$ cat config.mk
export PLATFORM = sky130hd
export DESIGN_NAME = wdt_two_stage
export DESIGN_NICKNAME = d
export VERILOG_FILES = /design/src/rtl/wdt2_pkg.sv /design/src/rtl/wdt2_key_seq.sv /design/src/rtl/wdt2_period_ctr.sv /design/src/rtl/wdt_two_stage.sv
export SDC_FILE = /design/constraint.sdc
export NUM_CORES = 1
export LEC_CHECK = 0
export BUFFER_PORTS_ARGS = -buffer_cell sky130_fd_sc_hd__buf_4
export CAP_MARGIN = 20
export CORE_MARGIN = 2
export CORE_UTILIZATION = 35
export CTS_CLUSTER_SIZE = 28
export DETAILED_ROUTE_END_ITERATION = 7
export GPL_ROUTABILITY_DRIVEN = 0
export SYNTH_ARGS = -nofsm -noshare
export SYNTH_HDL_FRONTEND = slang
export SYNTH_HIERARCHICAL = 1
export SYNTH_SLANG_ARGS = --single-unit
$ cat constraint.sdc
create_clock -name clk_lsi -period 2.1 [get_ports clk_lsi]
set_clock_uncertainty 0.15 [all_clocks]
set_input_delay 0.105 -clock clk_lsi [delete_from_list [all_inputs] [get_ports clk_lsi]]
set_output_delay 0.105 -clock clk_lsi [all_outputs]
set_load 0.01 [all_outputs]
$ cat src/rtl/wdt2_pkg.sv
package wdt2_pkg;
    typedef enum logic [1:0] {
        ST_RUN   = 2'd0,
        ST_ALERT = 2'd1,
        ST_HOLD  = 2'd2
    } wdt2_state_e;

    typedef enum logic {
        KEY_IDLE  = 1'b0,
        KEY_ARMED = 1'b1
    } wdt2_key_e;

    localparam logic [7:0] KEY_OPEN  = 8'h5A;
    localparam logic [7:0] KEY_CLOSE = 8'hA5;
endpackage

$ cat src/rtl/wdt2_key_seq.sv
module wdt2_key_seq
    import wdt2_pkg::*;
(
    input  logic       clk,
    input  logic       rst_n,
    input  logic       flush,
    input  logic       wr_en,
    input  logic [7:0] wr_data,
    output logic       svc_ok
);
    wdt2_key_e key_q, key_d;

    always_ff @(posedge clk or negedge rst_n) begin
        if (!rst_n) key_q <= KEY_IDLE;
        else        key_q <= key_d;
    end

    always_comb begin
        key_d  = key_q;
        svc_ok = 1'b0;
        if (flush) begin
            key_d = KEY_IDLE;
        end else if (wr_en) begin
            unique case (key_q)
                KEY_IDLE:  key_d = (wr_data == KEY_OPEN) ? KEY_ARMED : KEY_IDLE;
                KEY_ARMED: begin
                    if (wr_data == KEY_CLOSE) begin
                        svc_ok = 1'b1;
                        key_d  = KEY_IDLE;
                    end else if (wr_data == KEY_OPEN) begin
                        key_d = KEY_ARMED;
                    end else begin
                        key_d = KEY_IDLE;
                    end
                end
                default: key_d = KEY_IDLE;
            endcase
        end
    end
endmodule

$ cat src/rtl/wdt2_period_ctr.sv
module wdt2_period_ctr #(
    parameter int SHORT_LOG2 = 12,
    parameter int SEL_W      = 2
) (
    input  logic             clk,
    input  logic             rst_n,
    input  logic             clear,
    input  logic             reload,
    input  logic [SEL_W-1:0] sel_in,
    output logic             ovf
);
    localparam int NUM_SEL = 1 << SEL_W;
    localparam int CNT_W   = SHORT_LOG2 + 2 * (NUM_SEL - 1);

    logic [CNT_W-1:0] limit_tab [NUM_SEL];
    logic [SEL_W-1:0] sel_q;
    logic [CNT_W-1:0] cnt_q;
    logic             at_limit;

    generate
        for (genvar g = 0; g < NUM_SEL; g++) begin : g_limit
            localparam int SH = SHORT_LOG2 + 2 * g;
            assign limit_tab[g] = CNT_W'((64'd1 << SH) - 64'd1);
        end
    endgenerate

    always_ff @(posedge clk or negedge rst_n) begin
        if (!rst_n)      sel_q <= '0;
        else if (reload) sel_q <= sel_in;
    end

    assign at_limit = (cnt_q == limit_tab[sel_q]);
    assign ovf      = at_limit && !clear;

    always_ff @(posedge clk or negedge rst_n) begin
        if (!rst_n)                cnt_q <= '0;
        else if (clear || at_limit) cnt_q <= '0;
        else                       cnt_q <= cnt_q + 1'b1;
    end
endmodule

$ cat src/rtl/wdt_two_stage.sv
module wdt_two_stage
    import wdt2_pkg::*;
#(
    parameter int SHORT_LOG2 = 12,
    parameter int RST_HOLD   = 16
) (
    input  logic       clk_lsi,
    input  logic       rst_n,
    input  logic [1:0] period_sel,
    input  logic       svc_wr,
    input  logic [7:0] svc_data,
    output logic       nmi_req,
    output logic       rst_req
);
    localparam int HOLD_W = (RST_HOLD > 1) ? $clog2(RST_HOLD) : 1;
    localparam logic [HOLD_W-1:0] HOLD_LAST = HOLD_W'(RST_HOLD - 1);

    wdt2_state_e      state_q, state_d;
    logic [HOLD_W-1:0] hold_q;
    logic             in_hold, hold_done, svc_ok, ovf;

    assign in_hold   = (state_q == ST_HOLD);
    assign hold_done = in_hold && (hold_q == HOLD_LAST);

    wdt2_key_seq u_key (
        .clk     (clk_lsi),
        .rst_n   (rst_n),
        .flush   (in_hold),
        .wr_en   (svc_wr),
        .wr_data (svc_data),
        .svc_ok  (svc_ok)
    );

    wdt2_period_ctr #(
        .SHORT_LOG2 (SHORT_LOG2),
        .SEL_W      (2)
    ) u_ctr (
        .clk    (clk_lsi),
        .rst_n  (rst_n),
        .clear  (svc_ok || in_hold),
        .reload (svc_ok || hold_done),
        .sel_in (period_sel),
        .ovf    (ovf)
    );

    always_comb begin
        state_d = state_q;
        unique case (state_q)
            ST_RUN:   if (ovf) state_d = ST_ALERT;
            ST_ALERT: begin
                if (svc_ok)   state_d = ST_RUN;
                else if (ovf) state_d = ST_HOLD;
            end
            ST_HOLD:  if (hold_done) state_d = ST_RUN;
            default:  state_d = ST_RUN;
        endcase
    end

    always_ff @(posedge clk_lsi or negedge rst_n) begin
        if (!rst_n) begin
            state_q <= ST_RUN;
            hold_q  <= '0;
        end else begin
            state_q <= state_d;
            hold_q  <= in_hold ? hold_q + 1'b1 : '0;
        end
    end

    always_ff @(posedge clk_lsi or negedge rst_n) begin
        if (!rst_n) begin
            nmi_req <= 1'b0;
            rst_req <= 1'b0;
        end else begin
            nmi_req <= (state_d == ST_ALERT);
            rst_req <= (state_d == ST_HOLD);
        end
    end
endmodule

# ---- Word level (Yosys, flattened, before mapping)
# Cells that the tools add are included.
dict set report totals {
  regBits 29
  input_bits 13
  out_inout_bits 2
  word_cells 47
}
dict set report op_classes {
  add_sub_neg 2
  n_lt_le_gt_ge 1
  eq_ne 8
  muxes 19
  bitwise_logic 2
  n_reduce_logical 8
}
# operator n
set op_table {}
lappend op_table {{18-bit two-way mux} 3}
lappend op_table {{18-bit binary-select mux with 2-bit select} 1}
lappend op_table {{18-bit by 1-bit adder with 18-bit output, second input constant} 1}
lappend op_table {{18-bit == test} 1}
lappend op_table {{8-bit by 7-bit == test with 1-bit output, second input constant} 1}
lappend op_table {{8-bit == test, second input constant} 1}
lappend op_table {{1-bit two-way mux} 8}
lappend op_table {{2-bit two-way mux} 4}
lappend op_table {{2-bit case mux with 3 select lines} 1}
lappend op_table {{4-bit by 1-bit adder with 4-bit output, second input constant} 1}
lappend op_table {{2-bit by 1-bit == test with 1-bit output, second input constant} 2}
lappend op_table {{2-bit == test, second input constant} 2}
lappend op_table {{4-bit == test, second input constant} 1}
lappend op_table {{4-bit two-way mux} 1}
lappend op_table {{3-bit greater-or-equal comparator, second input constant} 1}
lappend op_table {{1-bit logical OR} 3}
lappend op_table {{2-bit NOT with 3-bit output} 1}
lappend op_table {{1-bit logical AND} 2}
lappend op_table {{2-bit logical NOT} 1}
lappend op_table {{1-bit case mux with 2 select lines} 1}
lappend op_table {{2-bit nonzero test} 1}
lappend op_table {{1-bit logical NOT} 1}
lappend op_table {{1-bit NOT} 1}

# ---- Logic depth before layout (Yosys ltp)
# Gate-level depths: netlist (run 1).
dict set report depth {
  word_depth 12
  depth_mapped 8
  depth_no_buf 7
}

# ---- Cells and area by module
# The synthesis (run 1) kept the hierarchy.
# mod instances cells_each area_each_um2 seq_area_each_um2
set modules_own_cells {}
lappend modules_own_cells {wdt2_period_ctr 1 101 1043.5 500.5}
lappend modules_own_cells {wdt_two_stage 1 29 341.6 200.2}
lappend modules_own_cells {wdt2_key_seq 1 11 111.4 25.0}

# ---- Worst setup path before layout (run 1)
# OpenSTA, ideal clock, no wires.
dict set report synth_path {
  path_kind {register to register}
  startpoint {reg u_ctr.cnt_q[0]}
  endpoint {reg rst_req}
  setup_time_ns 0.083
  arrival_ns 1.956
  t_required_ns 1.867
  slack_ns -0.089
  stages_incl_launch_ff 8
  n_path_buf 0
  synth_period_minus_slack_ns 2.189
  path_cell_list {dfrtp_1 > ha_1 > nand2_1 > or3_4 > a2111oi_4 > nor2b_1 > nand3b_1 > o22ai_1}
}
dict set report synth_between {
  elab_chain_cells 6
  word_cells_on_any_way 7
  classes_between {2 x eq/ne; 4 x mux; 1 x reduce/logical}
}
# item line
set synth_lines {}
lappend synth_lines {{start: declaration} wdt2_period_ctr.sv:17} ;# logic [CNT_W-1:0] cnt_q;
lappend synth_lines {{start signal: assignment} wdt2_period_ctr.sv:38} ;# else cnt_q <= cnt_q + 1'b1;
lappend synth_lines {{18-bit == test (*)} wdt2_period_ctr.sv:32} ;# assign at_limit = (cnt_q == limit_tab[sel_q]);
lappend synth_lines {{1-bit logical AND (*)} wdt2_period_ctr.sv:33} ;# assign ovf = at_limit && !clear;
lappend synth_lines {{via ovf} wdt_two_stage.sv:20} ;# logic in_hold, hold_done, svc_ok, ovf;
lappend synth_lines {{2-bit two-way mux} wdt_two_stage.sv:52} ;# else if (ovf) state_d = ST_HOLD;
lappend synth_lines {{2-bit two-way mux} wdt_two_stage.sv:51} ;# if (svc_ok) state_d = ST_RUN;
lappend synth_lines {{2-bit case mux with 3 select lines (*)} wdt_two_stage.sv:48} ;# unique case (state_q)
lappend synth_lines {{2-bit == test (*)} wdt_two_stage.sv:75} ;# rst_req <= (state_d == ST_HOLD);
lappend synth_lines {{end signal: assignment} wdt_two_stage.sv:75}
lappend synth_lines {{end: declaration} wdt_two_stage.sv:13} ;# output logic rst_req
# The timed path passes the listed nets; every way through them passes the cells marked *.
# A chain may end at the register's enable or synchronous reset.

# ---- Final worst setup path (run 1)
dict set report layout_path {
  startpoint {reg u_ctr.cnt_q[1]}
  endpoint {reg u_ctr.cnt_q[16]}
}
dict set report layout_between {
  elab_chain_cells 3
  word_cells_on_any_way 4
  classes_between {1 x add/sub; 1 x eq/ne; 1 x mux; 1 x reduce/logical}
}
# item line
set layout_lines {}
lappend layout_lines {{parallel branches: the longest is 2 deep, another holds 18-bit by 1-bit adder with 18-bit output} -}
lappend layout_lines {{18-bit two-way mux (*)} wdt2_period_ctr.sv:37} ;# else if (clear || at_limit) cnt_q <= '0;
# Every way passes the cells marked *.

==> out/metrics.sh, run 1 <==
OUTCOME='completed'
PLACE.PORT_BUFFERS=14
MAXIMUM_NUMBER_OF_PINS_ON_ONE_NET_BEFORE_GLOBAL_ROUTE_REPAIR=30
NUM_ROWS=23
SYNTH.LARGEST_AREA_CELL='dfrtp_1'
CORE-AREA_UM2=4058
SYNTH_EDF_COUNT=0
IRDROPWORSTVDD_V=0.0002402
CRIT_PATH_MAX_DELAY_CELL_TYPE='or4_1'
DP.FINAL_HPWL_MM=2.225
PLACE_WS_NS=0.02167
SYNTH_COMPOUND_GATE_AREA_SHARE_PCT=8.445
FMAX_MHz=505.7
SETUP_WS_NS=0.1227
LAYOUT-AREA-OVERHEAD-VS-SYNTH_PCT=27.84
CTS.SINK_COUNT=29
TIMING.HOLD.WORST.CLASS='in -> reg'
FINAL_CORE_UTILIZATION_PCT=47.15
NETLIST_TOP_CELLS_AREA='dfrtp_1 48%, xnor2_1 7.0%, nor3_1 5.4%, nand3_1 2.7%, and4bb_1 2.5%'
CRIT_CHAIN='ha_4, nand2_2, or3_4, or4_1, a211oi_1'
ROUTED_VIA_DENSITY=5.288
POST-SYNTH-TOP-AREA-FRACTION_PCT=48.49
WL_PER_CELL_UM=13.96
CRITICAL_PATH_CLASS='reg -> reg'
PWR_DENSITY_CELL_nW_PER_UM2=555.1
CTS_MAX_LEVEL=2
REG2REG_FROM='u_ctr/cnt_q[1]'
WIRE_LENGTH_OF_THE_FIRST_GLOBAL_ROUTING_PASS_MM=5.720
SYNTHDISTINCTLIBCELLS=38
IO_PINS=15
CP_MAX_FO=4
FINAL_LAYOUT_SIZE_SUFFIX_GT1_SHARE_PCT=28.49
LARGEST_FAMILY_OF_LOGIC_CELLS_BY_SYNTHESIZED_AREA='simple AND/OR/NAND/NOR gates'
WORST_PATH_LARGEST_CELL_DELAY_NS=0.48
SYNTH.MOST_COMMON_CELL='dfrtp_1'
WORST-R2R-SETUP-SLACK_NS=0.12
NETLIST_TOP_CELLS_COUNT='29 x dfrtp_1, 16 x nor3_1, 12 x xnor2_1'
TIMING.HOLD.WORST.START='svc_wr'
TIMING_MAX_TRANSITION_VIOLATIONS_FINAL=0
YOSYS_WARNINGS=6
TOTALNEGATIVESETUPSLACK_NS=0
TIMING.HOLD.WORST_PATH_DEPTH=3
FIRST_GLOBAL_VIAS=1273
FRACTION_OF_POWER_CONSUMED_BY_SEQUENTIAL_LOGIC_PCT=54.2
DETAILEDROUTE.FIRSTPASSITERATIONCOUNT=4
PATH_DELAY_FAMILY='simple AND/OR/NAND/NOR gates'
AREA.SEQUENTIAL_UM2=728.2
DR_WL_MET3_UM=135
AREA_ENCLOSED_BY_THE_DIE_BOUNDARY_UM2=4814
GRT_REMAINING_OVERFLOW=0
PLACED_CELL_AREA_UM2=1743
TOTALPOWERFINAL_mW=1.062
DIODES=0
ROUTED-VIA-COUNT=1211
R2R-END='u_ctr/cnt_q[16]'
GR-USAGE-ALL-LAYERS_PCT=14.98
YOSYS_MOST_USED_DFF='dfrtp_1'
FINAL_PERIOD_MINUS_WORST_SETUP_SLACK_NS=1.977
YS_SEQ_AREA_SHARE_PCT=48.49
DIE_HEIGHT_UM=69.39
ROUTE.DETAILED.DRC=0
SYNTHADDERAREAFRAC_PCT=1.672
SETUP_VIOL=0
N_FILL_CELL=369
TOPROUTINGLAYERUSED='met4'
CRITICAL_PATH_ARRIVAL_NS=2.01
SYNTHESIZED_AREA_FRACTION_OCCUPIED_BY_AND_OR_NAND_NOR_CELLS_PCT=28.51
HOLDPATHEND='u_key/key_q'
WL_MET2_MM=1.618
ANTENNA_FOUND_INITIAL=0
CRITPATHCAPTURETYPE='register'
SYNTH_XOR_XNOR_AREA_SHARE_PCT=8.194
YS_FF_LATCH=29
CTS_TREE='yes'
WORSTPATHBUFFERINVERTERCOUNT=0
FLOORPLAN.INITIALDENSITY_PCT=36.88
LEAKAGE_nW=0.8176
DRTANTENNAVIOLNETS=0
INITIALDRTVIOLATIONCOUNT=133
WL_MET1_MM=1.360
SYN_AREA_PER_CELL_UM2=10.61
MUXSHAREOFSYNTHAREA_PCT=2.174
SYNTH_CELLS=141
CTS_ROOT_BUF='clkbuf_8'
SYNTH.NET_COUNT=156
CRIT_REQUIRED_NS=2.14
POWER_FRAC_COMB_PCT=5.3
DESIGN.FINAL.NETS=193
LAYOUT_WORST_PATH_CYCLE_SHARE_PCT=94.16
CTS_MADE_BUFFERS=5
P_SWITCHING_mW=0.2353
CLOCK_INSERTION_DELAY_WORST_SKEW_NS=0.28
FINAL_HOLD_VIOL_COUNT=0
WORSTMARGINPINSLEW_NS=0.3669
DIE_X_UM=69.39
RELSLEWSLACK_PCT=75.54
CRIT_PATH_START_KIND='register'
INTERNAL_POWER_mW=0.8266
MULTI_INPUT_AREA_UM2=765.7
ASYNCSETRESETFLOPFRACSYNTH_PCT=100.0
SWITCHING_SHARE_PCT=22.16
CLOCK_POWER_SHARE_PCT=40.5
CAP_VIOLATIONS=0
TIMING.REG2REG.WORST_PATH_DEPTH=5
CLOCKBUFFERDEPTH=2
LAYOUT.CELL_AREA.NON_FILLER_UM2=1913
ROUTED_WL_MM=3.196
PATH_CLK_SLEW_NS=0.06
POST_SYNTH_INSTANCE_AREA_UM2=1496
[power by group through the flow]
stage / clock network [mW] / registers (mW) / logic (mW)
3_5_place_dp: 0 / 0.586 / 0.0485
4_1_cts: 0.440 / 0.576 / 0.0528
5_1_grt: 0.474 / 0.576 / 0.0627
3_3_place_gp: 0 / 0.585 / 0.0462
2_1_floorplan: 0 / 0.585 / 0.0144
6_report: 0.430 / 0.576 / 0.0558
[per-stage QoR]
step,cells,hold WS [ns]
after detailed placement,214,-0.09726
after global routing,229,0.05107
after global placement,214,-0.1079
after CTS,225,0.03035
final,229,0.03498
after floorplan,141,-0.3406
[state kept, by name (all words and copies together), names as in the netlist]
signal / count
hold_q: 4
u_ctr/cnt_q: 18
nmi_req: 1
rst_req: 1
state_q: 2
u_ctr/sel_q: 2
u_key/key_q: 1
[tightest hold or removal path, cell delays in order]
cell and delay (ns):
buf_4 0.09, nor2b_1 0.04, o221a_1 0.19
[worst max path at each step]
stage,from,slack [ns],endpoint,depth (start not counted)
global route,u_ctr/cnt_q[5],-0.01,u_ctr/cnt_q[17],4
finish,u_ctr/cnt_q[1],0.12,u_ctr/cnt_q[16],5
CTS,u_ctr/cnt_q[8],0.02,rst_req,6
global placement,u_ctr/cnt_q[0],0.12,rst_req,7
detailed placement,u_ctr/cnt_q[8],0.02,rst_req,6
floorplan,u_ctr/cnt_q[0],-0.01,rst_req,7
[per-layer routing]
metal	global-route usage [%]	vias up
met4	7.190	0
met1	17.71	589
li1	-	589
met5	0	-
met3	3.924	9
met2	25.21	24
[what timing repair did]
action                                  in CTS  in global routing
hold endpoints to repair                    31                  0
setup buffers                                0                  4
endpoints found under the setup margin       0                  5
resized for setup                            0                  7
hold buffers                                 3                  0
[area by class of cell]
type / instances / share of cell area, %
Timing Repair Buffer: 33 / 13.34
Multi-Input combinational cell: 104 / 40.03
Clock buffer: 6 / 3.793
Sequential cell: 29 / 38.06
Tap cell: 50 / 3.270
Inverter: 5 / 0.9810
Clock inverter: 2 / 0.5232
[cells by family after synthesis]
| logic type | after synthesis |
|---|---|
| adder cells (fa/ha/maj) | 2 |
| multiplexers | 3 |
| XOR/XNOR | 14 |
| AND/OR/NAND/NOR | 69 |
| buffers and inverters | 8 |
| AO/OA/AOI/OAI | 16 |
| flip-flops | 29 |
[layout by cell type, fill, tap and decap left out, types with 3 or more instances in the layout]
| cell | Yosys | final |
|---|---|---|
| clkbuf_8 | 0 | 5 |
| nor2_1 | 8 | 8 |
| buf_4 | 0 | 30 |
| xnor2_1 | 12 | 12 |
| a21oi_1 | 3 | 3 |
| nand2b_1 | 3 | 3 |
| dfrtp_1 | 29 | 27 |
| nor4_1 | 4 | 4 |
| and3_1 | 4 | 4 |
| nand3_1 | 8 | 7 |
| a211oi_1 | 4 | 4 |
| dlygate4sd3_1 | 0 | 3 |
| nor3_1 | 16 | 15 |
| nand3b_1 | 3 | 3 |
| inv_1 | 5 | 5 |
| nand2_1 | 5 | 4 |
| and4bb_1 | 3 | 3 |
Note: power is estimated with default switching activity, not from simulation.
==> run 2, diff against run 1 <==
--- a/config.mk
+++ b/config.mk
@@ -9,9 +9,11 @@
 export CAP_MARGIN = 20
 export CORE_MARGIN = 2
 export CORE_UTILIZATION = 35
+export CTS_CLUSTER_DIAMETER = 200
 export CTS_CLUSTER_SIZE = 28
 export DETAILED_ROUTE_END_ITERATION = 7
 export GPL_ROUTABILITY_DRIVEN = 0
+export HOLD_SLACK_MARGIN = 0.06
 export SYNTH_ARGS = -nofsm -noshare
 export SYNTH_HDL_FRONTEND = slang
 export SYNTH_HIERARCHICAL = 1
==> constraint.sdc (replaced) <==
create_clock -name clk_lsi -period 1.94 [get_ports clk_lsi]
set_clock_uncertainty 0.15 [all_clocks]
set_input_delay 0.097 -clock clk_lsi [delete_from_list [all_inputs] [get_ports clk_lsi]]
set_output_delay 0.097 -clock clk_lsi [all_outputs]
set_load 0.01 [all_outputs]
==> run 2 against run 1 <==
  * Worst setup slack lost 0.11 ns
  * Sequential share of layout area fell by 3.7 points
  * Critical path depth up 2
  * Die area did not move
  * First-iteration DRC count fell by 47%
  * Global-route usage is 0.37 points lower
  * Combinational power up 22%
  * Routed wire length is 4.4% higher
  * Clock power up 46%
  * Critical path type unchanged
==> out/metrics.sh, run 2 (synthesis gave the netlist of run 1 again) <==
OUTCOME='completed'
PATH_CLK_SLEW_NS=0.06
MAXIMUM_NUMBER_OF_PINS_ON_ONE_NET_BEFORE_GLOBAL_ROUTE_REPAIR=30
ROUTE.DETAILED.DRC=0
ROUTED-VIA-COUNT=1242
CP_MAX_FO=4
TIMING.HOLD.WORST.START='svc_data[1]'
DIODES=0
DETAILEDROUTE.FIRSTPASSITERATIONCOUNT=4
REG_TOP3='u_ctr/cnt_q x18, hold_q x4'
REG2REG_FROM='u_ctr/cnt_q[12]'
TIMING.HOLD.WORST_PATH_DEPTH=3
DESIGN.FINAL.NETS=210
CRITICAL_PATH_CLASS='reg -> reg'
TIMING.REG2REG.WORST_PATH_DEPTH=7
CRIT_CHAIN='buf_4, nor3_1, o21ai_2, a2111oi_4, nor2b_4, nand3b_1, o22ai_1'
WORST-R2R-SETUP-SLACK_NS=0.01
ROUTED_WL_MM=3.337
WORSTMARGINPINSLEW_NS=0.3800
LEAKAGE_nW=0.9360
DIE_HEIGHT_UM=69.39
GR-USAGE-ALL-LAYERS_PCT=14.61
CTS_MADE_BUFFERS=5
FINAL_CELL_COUNT_NO_FILL=246
CRIT_PATH_MAX_DELAY_CELL_TYPE='dfrtp_1'
PLACE_WS_NS=-0.1092
LAYOUT_WORST_PATH_CYCLE_SHARE_PCT=99.31
SETUP_WS_NS=0.01333
HOLD-WORST-SLACK_NS=0.1206
NUM_ROWS=23
MOSTFREQUENTLAYOUTCELL='buf_4'
CRIT_PATH_START_KIND='register'
CAP_VIOLATIONS=0
CLOCK_POWER_SHARE_PCT=47.7
FINAL_HOLD_VIOL_COUNT=0
WL_PER_CELL_UM=13.57
MOSTFREQUENTLAYOUTCELLS='46 x buf_4, 29 x dfrtp_1, 15 x nor3_1'
DIE_X_UM=69.39
DP.FINAL_HPWL_MM=2.352
PLACE.PORT_BUFFERS=14
HOLDPATHEND='u_key/key_q'
CRITICAL_PATH_ARRIVAL_NS=1.96
LAYOUT-AREA-OVERHEAD-VS-SYNTH_PCT=41.05
DRTANTENNAVIOLNETS=0
LARGEST_REGISTER_FFS=18
CTS_MAX_LEVEL=2
CTS_ROOT_BUF='clkbuf_8'
SWITCHING_SHARE_PCT=18.79
POST-PLACE-CELLS=230
WORST_PATH_LARGEST_CELL_DELAY_NS=0.41
R2R-END='rst_req'
RSZ0062_AT_GRT='yes'
CRIT_REQUIRED_NS=1.97
CORE-AREA_UM2=4058
IRDROPWORSTVDD_V=0.0003780
ANTENNA_FOUND_INITIAL=0
CTS_TREE='yes'
FIRST_GLOBAL_VIAS=1326
GRT_REMAINING_OVERFLOW=0
CTS.SINK_COUNT=29
CRITPATHCAPTURETYPE='register'
IO_PINS=15
POWER_FRAC_COMB_PCT=5.2
ROUTED_VIA_DENSITY=5.049
TIMING.HOLD.WORST.CLASS='in -> reg'
LARGEST-REGISTER='u_ctr/cnt_q'
SETUP_VIOL=0
CLOCK_INSERTION_DELAY_WORST_SKEW_NS=0.27
AREA_ENCLOSED_BY_THE_DIE_BOUNDARY_UM2=4814
INTERNAL_POWER_mW=1.070
FMAX_MHz=519.0
FRACTION_OF_POWER_CONSUMED_BY_SEQUENTIAL_LOGIC_PCT=47.2
INITIALDRTVIOLATIONCOUNT=70
RELSLEWSLACK_PCT=74.44
FLOORPLAN.INITIALDENSITY_PCT=36.88
FINAL_PERIOD_MINUS_WORST_SETUP_SLACK_NS=1.927
FINAL_LAYOUT_SIZE_SUFFIX_GT1_SHARE_PCT=38.27
PWR_DENSITY_CELL_nW_PER_UM2=624.0
WIRE_LENGTH_OF_THE_FIRST_GLOBAL_ROUTING_PASS_MM=5.658
P_SWITCHING_mW=0.2475
TIMING_MAX_TRANSITION_VIOLATIONS_FINAL=0
CLOCKBUFFERDEPTH=2
## run 2: cell count changes in the layout (fill, tap and decap cells not counted), sizes merged
cell	change
buf	+16
clkinv	-2
bufinv	+1
clkbuf	+1
dlygate4sd3	+1
## run 2: worst max-delay path, delay by kind of cell (launching register included)
kind | cells | cell delay, ns
AOI/OAI and AO/OA | 3 | 0.59
buffers and inverters | 1 | 0.15
DFF | 1 | 0.41
and+or+nand+nor | 3 | 0.55
## run 2: cell type report
| class | count | area, µm² |
|---|---|---|
| Clock buffer | 7 | 86.33 |
| Multi-Input combinational cell | 104 | 802.0 |
| Tap cell | 50 | 62.56 |
| Timing Repair Buffer | 50 | 385.4 |
| Inverter | 5 | 18.77 |
| Sequential cell | 29 | 725.7 |
| Fill cell | 334 | 1947 |
| Clock inverter | 1 | 30.03 |
## run 2: power by group through the flow
| stage | logic [mW] | clock network, mW | registers [mW] |
|---|---|---|---|
| final | 0.0679 | 0.628 | 0.621 |
| after global placement | 0.0598 | 0 | 0.632 |
| after global routing | 0.0766 | 0.672 | 0.622 |
| after detailed placement | 0.0615 | 0 | 0.632 |
| after floorplan | 0.0156 | 0 | 0.633 |
| after CTS | 0.0679 | 0.649 | 0.621 |
## run 2: through the flow
stage	total power [mW]	setup TNS (ns)	utilization, %	instance area [µm²]
2_1_floorplan	0.6485	-0.6829	-	1505
3_3_place_gp	0.6914	-0.1246	45.91	1863
3_5_place_dp	0.6935	-0.3523	45.91	1863
4_1_cts	1.338	-0.02510	50.32	2042
5_1_grt	1.370	-0.4046	52.02	2111
6_report	1.317	0	52.02	2111
## run 2: how the worst max path moves through the flow
stage	startpoint	slack, ns	to
2_1_floorplan	u_ctr/cnt_q[0]	-0.17	rst_req
3_3_place_gp	u_ctr/cnt_q[13]	-0.08	nmi_req
3_5_place_dp	u_ctr/cnt_q[9]	-0.11	rst_req
4_1_cts	u_ctr/cnt_q[0]	-0.03	rst_req
5_1_grt	u_ctr/cnt_q[0]	-0.09	state_q[1]
6_report	u_ctr/cnt_q[12]	0.01	rst_req
## run 2: per-layer routing
layer	GRT usage (%)	vias to the layer above	share of wire, %
met3	3.924	8	2.5
li1	-	617	-
met2	24.47	13	51
met5	0	-	0
met4	7.190	0	1.6
met1	17.24	604	45
## run 2: what timing repair did
item,in CTS,in global routing
hold endpoints to repair,32,0
buffers inserted,0,4
setup endpoints to repair,7,7
pin swaps,2,7
resized for setup,5,9
hold buffers,4,0
==> run 3, diff against run 2 <==
==> constraint.sdc (replaced) <==
create_clock -name clk_lsi -period 1.94 [get_ports clk_lsi]
set_clock_uncertainty 0.15 [all_clocks]
set_input_delay 0.388 -clock clk_lsi [delete_from_list [all_inputs] [get_ports clk_lsi]]
set_output_delay 0.388 -clock clk_lsi [all_outputs]
set_load 0.01 [all_outputs]
==> run 3 against run 2 <==
  * The flow now finishes with violations (negative setup slack)
  * Fmax is 1.1% lower
  * Worst setup slack worse by 0.021 ns
  * Total power is 8.7% higher
  * Non-clock buffer count down 8
  * Utilization down 1.7 points
  * Clock-buffer cell count decreased by 2
  * Cell count shrank 3.3%
  * Critical endpoint is now nmi_req
==> out/metrics.sh, run 3 (synthesis gave the netlist of run 1 again) <==
CRIT_REQUIRED_NS=1.95
DP.FINAL_HPWL_MM=2.324
IRDROPWORSTVDD_V=0.0003583
INTERNAL_POWER_mW=1.157
CRITICAL_PATH_CLASS='reg -> reg'
TIMING.REG2REG.WORST_PATH_DEPTH=7
SWITCHING_SHARE_PCT=19.17
CRIT_PATH_START_KIND='register'
PATH_CLK_SLEW_NS=0.07
ROUTED_VIA_DENSITY=5.139
CLOCK_INSERTION_DELAY_WORST_SKEW_NS=0.28
CORE-AREA_UM2=4058
CRIT_CHAIN='ha_2, nand2_2, or3_4, a2111oi_4, nor2b_4, or3b_1, a21oi_1'
DESIGN.FINAL.NETS=202
FINAL_LAYOUT_SIZE_SUFFIX_GT1_SHARE_PCT=35.11
NUM_ROWS=23
INITIALDRTVIOLATIONCOUNT=38
OUTCOME='finished, violations left'
ANTENNA_FOUND_INITIAL=0
MAXIMUM_NUMBER_OF_PINS_ON_ONE_NET_BEFORE_GLOBAL_ROUTE_REPAIR=30
REG_TOP3='u_ctr/cnt_q x18, hold_q x4'
CRITPATHCAPTURETYPE='register'
PLACE.PORT_BUFFERS=14
RELSLEWSLACK_PCT=72.98
CP_MAX_FO=4
PWR_DENSITY_CELL_nW_PER_UM2=701.4
LEAKAGE_nW=0.8975
CRITICAL_PATH_ARRIVAL_NS=1.96
LARGEST-REGISTER='u_ctr/cnt_q'
CTS_ROOT_BUF='clkbuf_8'
IO_PINS=15
FINAL_PERIOD_MINUS_WORST_SETUP_SLACK_NS=1.948
LAYOUT-AREA-OVERHEAD-VS-SYNTH_PCT=36.37
WORST_PATH_LARGEST_CELL_DELAY_NS=0.42
CAP_VIOLATIONS=0
FINAL_HOLD_VIOL_COUNT=0
FRACTION_OF_POWER_CONSUMED_BY_SEQUENTIAL_LOGIC_PCT=43.4
POWER_FRAC_COMB_PCT=4.3
AREA_ENCLOSED_BY_THE_DIE_BOUNDARY_UM2=4814
DIE_HEIGHT_UM=69.39
CTS_TREE='yes'
POST-PLACE-CELLS=228
WL_PER_CELL_UM=13.59
CTS_MADE_BUFFERS=5
LAYOUT_WORST_PATH_CYCLE_SHARE_PCT=100.4
CLOCKBUFFERDEPTH=2
DRTANTENNAVIOLNETS=0
CRIT_PATH_MAX_DELAY_CELL_TYPE='or3_4'
RSZ0062_AT_GRT='yes'
WIRE_LENGTH_OF_THE_FIRST_GLOBAL_ROUTING_PASS_MM=5.499
FMAX_MHz=513.4
HOLD-WORST-SLACK_NS=0.1920
CLOCK_POWER_SHARE_PCT=52.3
MOSTFREQUENTLAYOUTCELL='buf_4'
GR-USAGE-ALL-LAYERS_PCT=14.29
FIRST_GLOBAL_VIAS=1252
ROUTED_WL_MM=3.235
P_SWITCHING_mW=0.2743
CTS_MAX_LEVEL=2
FLOORPLAN.INITIALDENSITY_PCT=36.88
SETUP_WS_NS=-0.007762
GRT_REMAINING_OVERFLOW=0
LARGEST_REGISTER_FFS=18
CTS.SINK_COUNT=29
DETAILEDROUTE.FIRSTPASSITERATIONCOUNT=4
ROUTE.DETAILED.DRC=0
DIODES=0
SETUP_VIOL=4
TIMING_MAX_TRANSITION_VIOLATIONS_FINAL=0
FAILING_CHECKS='negative setup slack'
TIMING.HOLD.WORST_PATH_DEPTH=2
TIMING.HOLD.WORST.CLASS='in -> reg'
ROUTED-VIA-COUNT=1223
WORSTMARGINPINSLEW_NS=0.4015
MOSTFREQUENTLAYOUTCELLS='41 x buf_4, 29 x dfrtp_1, 15 x nor3_1'
FINAL_CELL_COUNT_NO_FILL=238
DIE_X_UM=69.39
run 3: cell types whose count changed in the layout (fill, tap and decap cells not counted), moves of 2 or more:
cell	delta
buf_4	-5
a21oi_1	+2
a21oi_2	-2
dlygate4sd3_1	-3
run 3: power groups by stage:
stage                     Clock, mW  Sequential (mW)  Combinational (mW)
after floorplan                   0            0.633              0.0156
after global placement            0            0.632              0.0592
after detailed placement          0            0.632              0.0618
after CTS                     0.771            0.621              0.0633
after global routing          0.801            0.621              0.0693
final                         0.748            0.621              0.0619
run 3: metal layers:
| metal | part of all wire, % | up-vias | global-route usage, % |
|---|---|---|---|
| li1 | - | 602 | - |
| met1 | 45 | 601 | 16.64 |
| met2 | 52 | 18 | 24.79 |
| met3 | 2.6 | 2 | 3.634 |
| met4 | 0.83 | 0 | 6.100 |
| met5 | 0 | - | 0 |
run 3: metrics by stage:
step	power (mW)	util [%]	cell area (µm²)	TNS (ns)	setup WS, ns
2_1_floorplan	0.6485	-	1506	-0.6870	-0.1728
3_3_place_gp	0.6907	45.54	1848	-0.2418	-0.07698
3_5_place_dp	0.6942	45.54	1848	-0.4966	-0.1560
4_1_cts	1.455	49.86	2023	-0.07192	-0.02213
5_1_grt	1.492	50.29	2041	-0.9173	-0.1433
6_report	1.431	50.29	2041	-0.02097	-0.007762
run 3: worst paths after layout:
kind | startpoint | to | slack [ns]
setup / recovery | u_ctr/cnt_q[0] | nmi_req | -0.008
hold / removal | period_sel[1] | u_ctr/sel_q[1] | 0.19
setup reg to reg | u_ctr/cnt_q[0] | nmi_req | -0.008
hold reg to reg | hold_q[0] | hold_q[0] | 0.31
max in group asynchronous | rst_n | u_ctr/cnt_q[2] | 0.95
min in group asynchronous | rst_n | u_ctr/cnt_q[10] | 0.41
run 3: cell type report:
cell class	instances	area, µm²
Clock buffer	5	68.82
Clock inverter	3	65.06
Fill cell	391	2017
Inverter	5	18.77
Multi-Input combinational cell	104	782.0
Sequential cell	29	725.7
Tap cell	50	62.56
Timing Repair Buffer	42	317.8
run 3: timing repair:
action                                  4_1_cts  5_1_grt
pin swaps                                     5        2
endpoints found under the hold margin        29        0
buffers inserted                              1        0
hold buffers                                  1        0
endpoints found under the setup margin        6       19
resized for setup                             5        3
run 3: critical path: cells and delay by family (launching register included):
kind	cells	cell delay [ns]
simple gates	4	0.84
flops	1	0.35
compound gates	2	0.29
fa+ha+maj	1	0.19
